<file path="config.mk">
export PLATFORM = sky130hd
export DESIGN_NAME = sdram_init_seq
export DESIGN_NICKNAME = d
export VERILOG_FILES = /design/src/rtl/sdram_init_seq.sv
export SDC_FILE = /design/constraint.sdc
export NUM_CORES = 1
export LEC_CHECK = 0
export ABC_AREA = 1
export CORE_ASPECT_RATIO = 0.9
export CORE_MARGIN = 2
export CORE_UTILIZATION = 48
export DETAILED_ROUTE_END_ITERATION = 8
export DONT_BUFFER_PORTS = 1
export PLACE_DENSITY = 0.65
export SETUP_SLACK_MARGIN = 0.5
export SLEW_MARGIN = 20
export SYNTH_ARGS = -nofsm -noshare
export SYNTH_HDL_FRONTEND = slang
export SYNTH_SLANG_ARGS = --single-unit
</file>
<file path="constraint.sdc">
create_clock -name clk -period 1.5 [get_ports clk]
set_input_delay 0.075 -clock clk [delete_from_list [all_inputs] [get_ports clk]]
set_output_delay 0.075 -clock clk [all_outputs]
set_load 0.005 [all_outputs]
</file>
<file path="src/rtl/sdram_init_seq.sv">
module sdram_init_seq #(
  parameter int PWRUP_CYC = 20000,
  parameter int TRP_CYC   = 3,
  parameter int TRFC_CYC  = 12,
  parameter int TMRD_CYC  = 2,
  parameter int ADDR_W    = 16
) (
  input  logic              clk,
  input  logic              rst_n,
  input  logic              reg_wr,
  input  logic [4:0]        reg_wdata,
  output logic [4:0]        reg_rdata,
  input  logic              mem_wr,
  input  logic [ADDR_W-1:1] mem_addr,
  output logic              mem_stall,
  input  logic [1:0]        cas_cfg,
  output logic              sd_cke,
  output logic              sd_cs_n,
  output logic              sd_ras_n,
  output logic              sd_cas_n,
  output logic              sd_we_n,
  output logic [1:0]        sd_ba,
  output logic [ADDR_W-4:0] sd_a,
  output logic              cas_err
);
  localparam int SA_W  = ADDR_W - 3;
  localparam int PW_W  = $clog2(PWRUP_CYC + 1);
  localparam int GMAX  = (TRFC_CYC > TRP_CYC) ? ((TRFC_CYC > TMRD_CYC) ? TRFC_CYC : TMRD_CYC)
                                              : ((TRP_CYC > TMRD_CYC) ? TRP_CYC : TMRD_CYC);
  localparam int GW    = $clog2(GMAX + 1);
  localparam logic [3:0] C_NOP = 4'b0111;
  localparam logic [3:0] C_PRE = 4'b0010;
  localparam logic [3:0] C_REF = 4'b0001;
  localparam logic [3:0] C_MRS = 4'b0000;

  logic            en, done, pre_seen, ref_seen;
  logic [2:0]      arm;
  logic [PW_W-1:0] pwr_cnt;
  logic [GW-1:0]   gap_cnt;
  logic [3:0]      cmd_q;
  logic [SA_W-1:0] a_q;
  logic [1:0]      ba_q;
  logic            unused_wbit;

  wire armed  = en & (|arm);
  wire pwr_ok = (pwr_cnt == '0);
  wire busy   = (gap_cnt != '0);
  wire go     = mem_wr & armed & pwr_ok & ~busy;
  wire [1:0] wr_ba = mem_addr[ADDR_W-1 -: 2];
  wire [SA_W-1:0] wr_a = mem_addr[ADDR_W-3:1];

  assign unused_wbit = reg_wdata[3];
  assign mem_stall = mem_wr & armed & (~pwr_ok | busy);
  assign reg_rdata = {en, done, arm};
  assign sd_cke = 1'b1;
  assign {sd_cs_n, sd_ras_n, sd_cas_n, sd_we_n} = cmd_q;
  assign sd_a  = a_q;
  assign sd_ba = ba_q;

  always_ff @(posedge clk or negedge rst_n) begin
    if (!rst_n) begin
      en       <= 1'b0;
      done     <= 1'b0;
      arm      <= '0;
      pre_seen <= 1'b0;
      ref_seen <= 1'b0;
      cas_err  <= 1'b0;
      pwr_cnt  <= PW_W'(PWRUP_CYC);
      gap_cnt  <= '0;
      cmd_q    <= C_NOP;
      a_q      <= '0;
      ba_q     <= '0;
    end else begin
      if (!pwr_ok) pwr_cnt <= pwr_cnt - 1'b1;
      if (busy) gap_cnt <= gap_cnt - 1'b1;
      cmd_q <= C_NOP;
      a_q   <= '0;
      ba_q  <= '0;
      if (go) begin
        if (arm[0]) begin
          cmd_q    <= C_PRE;
          a_q[10]  <= 1'b1;
          pre_seen <= 1'b1;
          gap_cnt  <= GW'(TRP_CYC - 1);
        end else if (arm[1]) begin
          cmd_q    <= C_REF;
          ref_seen <= 1'b1;
          gap_cnt  <= GW'(TRFC_CYC - 1);
        end else begin
          cmd_q   <= C_MRS;
          a_q     <= wr_a;
          ba_q    <= wr_ba;
          gap_cnt <= GW'(TMRD_CYC - 1);
          if (wr_ba == 2'b00) begin
            cas_err <= (wr_a[6:4] != {1'b0, cas_cfg});
            if (pre_seen && ref_seen) done <= 1'b1;
          end
        end
      end
      if (reg_wr) begin
        en  <= reg_wdata[4];
        arm <= reg_wdata[2:0];
        if (!reg_wdata[4]) begin
          done     <= 1'b0;
          cas_err  <= 1'b0;
          pre_seen <= 1'b0;
          ref_seen <= 1'b0;
        end
      end
    end
  end
endmodule

</file>
* Word-level counts from Yosys, hierarchy flattened
Cells that the tools add are included.
Word-level totals: latch bits 0, register bits 46, memory bits (writable) 0, memories 0, logic and storage cells 65, ROM bits 0, output and inout bits 27
Operators by class: multipliers 0, shifts and indexed selects 0, div/mod/pow operators 0, reductions and logical operators 6, add/sub/neg operators 2, $lt $le $gt $ge 0, bitwise logic cells 8, multiplexer cells 37, equal/unequal tests 1
Operators by type and width (count):
- 2-to-1 mux 13 bit | 2
- 2-to-1 mux 1 bit | 24
- 2-to-1 mux 4 bit | 4
- logical NOT 15 bit | 1
- subtractor 15 x 1 -> 15 bit, second input constant | 1
- 2-to-1 mux 10 bit | 1
- 2-to-1 mux 2 bit | 5
- AND 1 bit | 5
- nonzero test 4 bit | 1
- subtractor 4 x 1 -> 4 bit, second input constant | 1
- 2-to-1 mux 3 bit | 1
- inequality test 3 x 2 -> 1 bit | 1
- OR reduction 3 bit | 1
- logical NOT 2 bit | 1
- NOT 1 bit | 2
- nonzero test 2 bit | 1
- logical AND 1 bit | 1
- bitwise OR 1 bit | 1

* Logic depth before layout (Yosys ltp)
word-level depth 8, depth in mapped cells 12

* Worst setup path before layout
OpenSTA, ideal clock, no wires.
kind reg-to-reg, start reg pwr_cnt[0], end reg pwr_cnt[4], cell stages (with the launch flop) 11, setup time 0.118 ns, path buffers 0, path slack -0.063 ns, arrival time 1.445 ns, cell sequence dfrtp_1 -> inv_1 -> ha_1 -> inv_1 -> nor2_1 -> nand2_1 -> nor2_1 -> and2_0 -> nor2_1 -> xnor2_1 -> inv_1
On the way: cells in the longest elaborated chain, start to end 1, elaborated cells between the ends (all ways) 2
RTL lines:
- start, declared | RTL line 38 | logic [PW_W-1:0] pwr_cnt;
- start signal, assigned | RTL line 68 | pwr_cnt <= PW_W'(PWRUP_CYC);
- start signal, assigned | RTL line 74 | if (!pwr_ok) pwr_cnt <= pwr_cnt - 1'b1;
- subtractor 15 x 1 -> 15 bit / logical NOT 15 bit (equally long branches) | RTL line 74, 46
Parallel ways exist; a longest one is shown, timed or not. A chain may end at the register's enable or synchronous reset.

* Worst setup path after layout
start reg pwr_cnt[0], end out mem_stall
On the way: cells in the longest elaborated chain, start to end 4
RTL lines:
- logical NOT 15 bit | RTL line 46 | wire pwr_ok = (pwr_cnt == '0);
- NOT 1 bit | RTL line 53 | assign mem_stall = mem_wr & armed & (~pwr_ok | busy);
- bitwise OR 1 bit | RTL line 53
- AND 1 bit | RTL line 53
- end, declared | RTL line 15 | output logic mem_stall,
Every way passes these cells.

==> results.toml <==
[sta]
period_utilization_post_route = 1.14
clock-skew-final_ns = 0.00613
unrepaired_setup_endpoints_after_global_routing = "true"
timing.final.ws_setup_ns = -0.209
hold_viol_final = 45
max_freq_mhz = 585
minimum_period_implied_by_the_final_worst_setup_slack_ns = 1.71
number_of_slew_limit_violations_in_the_final_report = 0
worst_hold_slack_after_final_layout_ns = -0.531
setup_viol = 30

[finish]
share_of_final_layout_standard_cells_stronger_than_drive_strength_1 = 0.384
layout.nets = 344
post_route_utilization = 0.708
area_delta_synth_final_pct = 42.7
antennaDiodeCount = 0

[die]
fp.dieH_um = 68.2
chipWidth_um = 75.3
design.die.area_um2 = 5140
design.portCount = 53
num_rows = 23
core_area_um2 = 4430
floorplan.initialDensity = 0.496

[clock_tree]
clkSinkCount = 45
worst_skew_pair.late_latency_ns = 0.29
numCtsBuffers = 5
clk_pin_slew_ns = 0.09
holdBufCountCts = 20
clockRootBuffer = "sky130_fd_sc_hd__clkbuf_8"
cts-root-to-sink-buffers = 2
tritoncts_clock_tree = "done"
ctsHtreeMaxLevel = 2

[placed_design]
portBuffers = 0
pre_cts_slack_ns = -0.103
hpwlAfterDp_mm = 3.17
placer_congestion_estimate = 0.824

[logic_synthesis]
synth_area_leaders = "sky130_fd_sc_hd__dfrtp_1 42%, sky130_fd_sc_hd__dfstp_2 9.6%, sky130_fd_sc_hd__inv_1 8.9%, sky130_fd_sc_hd__nand2_1 6.1%, sky130_fd_sc_hd__nor2_1 5.1%"
ys_ff_latch = 45
synth.distinct_cells = 30
syn-mean-instance-area_um2 = 8.59
synth_cells = 256
synth.yosys.seq_area_share = 0.517
synth_largest_area_cell = "sky130_fd_sc_hd__dfrtp_1"
synth_top_area_share = 0.421
synth.net_count = 286
post_synth_instance_area_um2 = 2200
synth.yosys.warnings = 0

[pwr]
power-per-cell-area_nw_per_um2 = 890
total_leakage_power_nw = 1.63
ir_worst_vdd_mv = 0.651

[setup_path]
arrival_ns = 1.63
critical_path_class = "flop to output pin"
end_kind = "output pin"
worst_path_max_delay_cell = "sky130_fd_sc_hd__dfrtp_1"
worst_setup_path_start_kind = "flop"
cpPeakStageDelay_ns = 0.41
worst_path_dominant_cell_family = "simple AND/OR/NAND/NOR gates"
cp.required_ns = 1.42
crit_path_max_fanout = 3
timing.critical_path.cells = "inv_2 > ha_4 > inv_2 > nor2_1 > nand2_1 > nor2_4 > nand3_4 > buf_4 > nand2_1 > inv_1"
critical_path_buf_inv_count = 4

[global_route]
global_route.overflow_total = 0
grt_max_degree = 46
grt_util_all_layers = 0.202
initial_antenna_violation_count = 0
grt_pass1_wl_mm = 7.78
grt_pass1_vias = 1738

[drt]
routed_wire_length_per_instance_um = 14.0
routed_via_density = 4.89
antenna_violating_nets_post_route = 0
detail_route.first_pass.iterations = 4
remaining_drc_errors = 0
drt-total-wl_mm = 5.27
drt_iter0_markers = 121
vias = 1844

[outcome]
run_status = "finished, violations left"
failed_checks = "hold timing, setup timing"

[worst_hold_path]
hold_path.class = "input port to asynchronous set/reset pin"

[run]
maxCapViolations = 0
[through the flow]
stage,std cells,area [um2],total power [mW],TNS (ns)
global route,377,3140,2.94,-6.71
CTS,375,2970,2.78,-1.68
detailed placement,337,2450,1.83,-1.75
floorplan,256,2230,1.70,-0.364
finish,377,3140,2.79,-3.16
global placement,337,2450,1.82,-0.968
[layout by cell type, fill, tap and decap left out, drive strengths merged]
cell type    instances
a21oi                7
a41oi                1
and2                 2
buf                 35
clkbuf               7
conb                 2
dfrtp               37
dfstp                8
dlygate4sd3         20
ha                   4
inv                 54
nand2               38
nand3               13
nand4                3
nor2                49
nor3                 5
o211ai               2
o21ai               15
o21bai               1
or3                  1
xnor2                7
xor2                 4
[path summary, 6_finish.rpt]
path | from | end | slack (ns) | cells past startpoint
max in group asynchronous | rst_n | pwr_cnt[9]$_DFFE_PN1P_ | 1.84 | 0
setup / recovery | pwr_cnt[0]$_DFFE_PN0P_ | mem_stall | -0.21 | 10
hold reg to reg | pwr_cnt[10]$_DFFE_PN1P_ | pwr_cnt[10]$_DFFE_PN1P_ | 0.51 | 1
min in group clk | mem_addr[15] | cas_err$_DFF_PN0_ | 0.08 | 5
hold / removal | rst_n | pwr_cnt[6]$_DFFE_PN0P_ | -0.53 | 0
setup reg to reg | pwr_cnt[0]$_DFFE_PN0P_ | cas_err$_DFF_PN0_ | -0.20 | 13
[report_power, final]
group,switching [mW],internal (mW)
sequential,0.0563,1.30
clock,0.411,0.426
combinational,0.311,0.291
total,0.778,2.02
[synth_stat cells]
cell / instances
sky130_fd_sc_hd__and2_0: 1
sky130_fd_sc_hd__inv_2: 1
sky130_fd_sc_hd__conb_1: 2
sky130_fd_sc_hd__a21oi_1: 7
sky130_fd_sc_hd__and2_1: 1
sky130_fd_sc_hd__nand4_1: 3
sky130_fd_sc_hd__o21bai_1: 1
sky130_fd_sc_hd__clkbuf_1: 1
sky130_fd_sc_hd__nand3_1: 12
sky130_fd_sc_hd__nand3_2: 1
sky130_fd_sc_hd__nor2_4: 1
sky130_fd_sc_hd__ha_1: 4
sky130_fd_sc_hd__dfrtp_1: 37
sky130_fd_sc_hd__buf_4: 4
sky130_fd_sc_hd__o211ai_1: 2
sky130_fd_sc_hd__nor2_1: 30
sky130_fd_sc_hd__dfstp_2: 8
sky130_fd_sc_hd__xor2_1: 4
sky130_fd_sc_hd__o21ai_0: 13
sky130_fd_sc_hd__inv_1: 52
sky130_fd_sc_hd__nor2_2: 16
sky130_fd_sc_hd__nand2_1: 36
sky130_fd_sc_hd__nor3_1: 5
sky130_fd_sc_hd__xnor2_1: 7
sky130_fd_sc_hd__a41oi_1: 1
sky130_fd_sc_hd__nor2_8: 1
sky130_fd_sc_hd__o21ai_1: 2
sky130_fd_sc_hd__nand2_4: 1
sky130_fd_sc_hd__or3_1: 1
sky130_fd_sc_hd__buf_6: 1
[cell type report]
cell class	count	area, um2
clock buffer	7	96.3
clock inverter	1	8.76
fill	317	1290
inverter	53	199
multi-input combinational	154	1110
sequential	45	1140
tap	62	77.6
timing repair buffer	55	505
[cells by family after synthesis]
kind of cell,synth area share
XOR/XNOR,0.0438
flip-flops,0.517
adder cells (fa/ha/maj),0.0228
AND/OR/NAND/NOR,0.238
other,0.00342
buffers and inverters,0.111
AO/OA/AOI/OAI,0.0643
[sequential cells by signal, indices dropped and copies added, names as in the netlist]
name	count
done	1
arm	3
pre_seen	1
ref_seen	1
cmd_q	3
pwr_cnt	15
en	1
sd_ba	2
cas_err	1
sd_a	13
gap_cnt	4
[per-layer routing]
metal / up-vias / share of wire / wire [um] / track usage
met5: - / 0 / 0 / 0
met4: 0 / 0.0019 / 10 / 0.0263
met3: 2 / 0.069 / 365 / 0.0810
met2: 57 / 0.50 / 2640 / 0.320
met1: 892 / 0.43 / 2250 / 0.269
li1: 893 / - / - / -
[timing repair]
item                       CTS  global route
gates resized for setup     31            43
cloned                       2             0
pin swaps                   13            18
buffers inserted             8             2
hold endpoints to repair    65            45
setup endpoints to repair   42            42
Power figures use the tool's default switching activity.
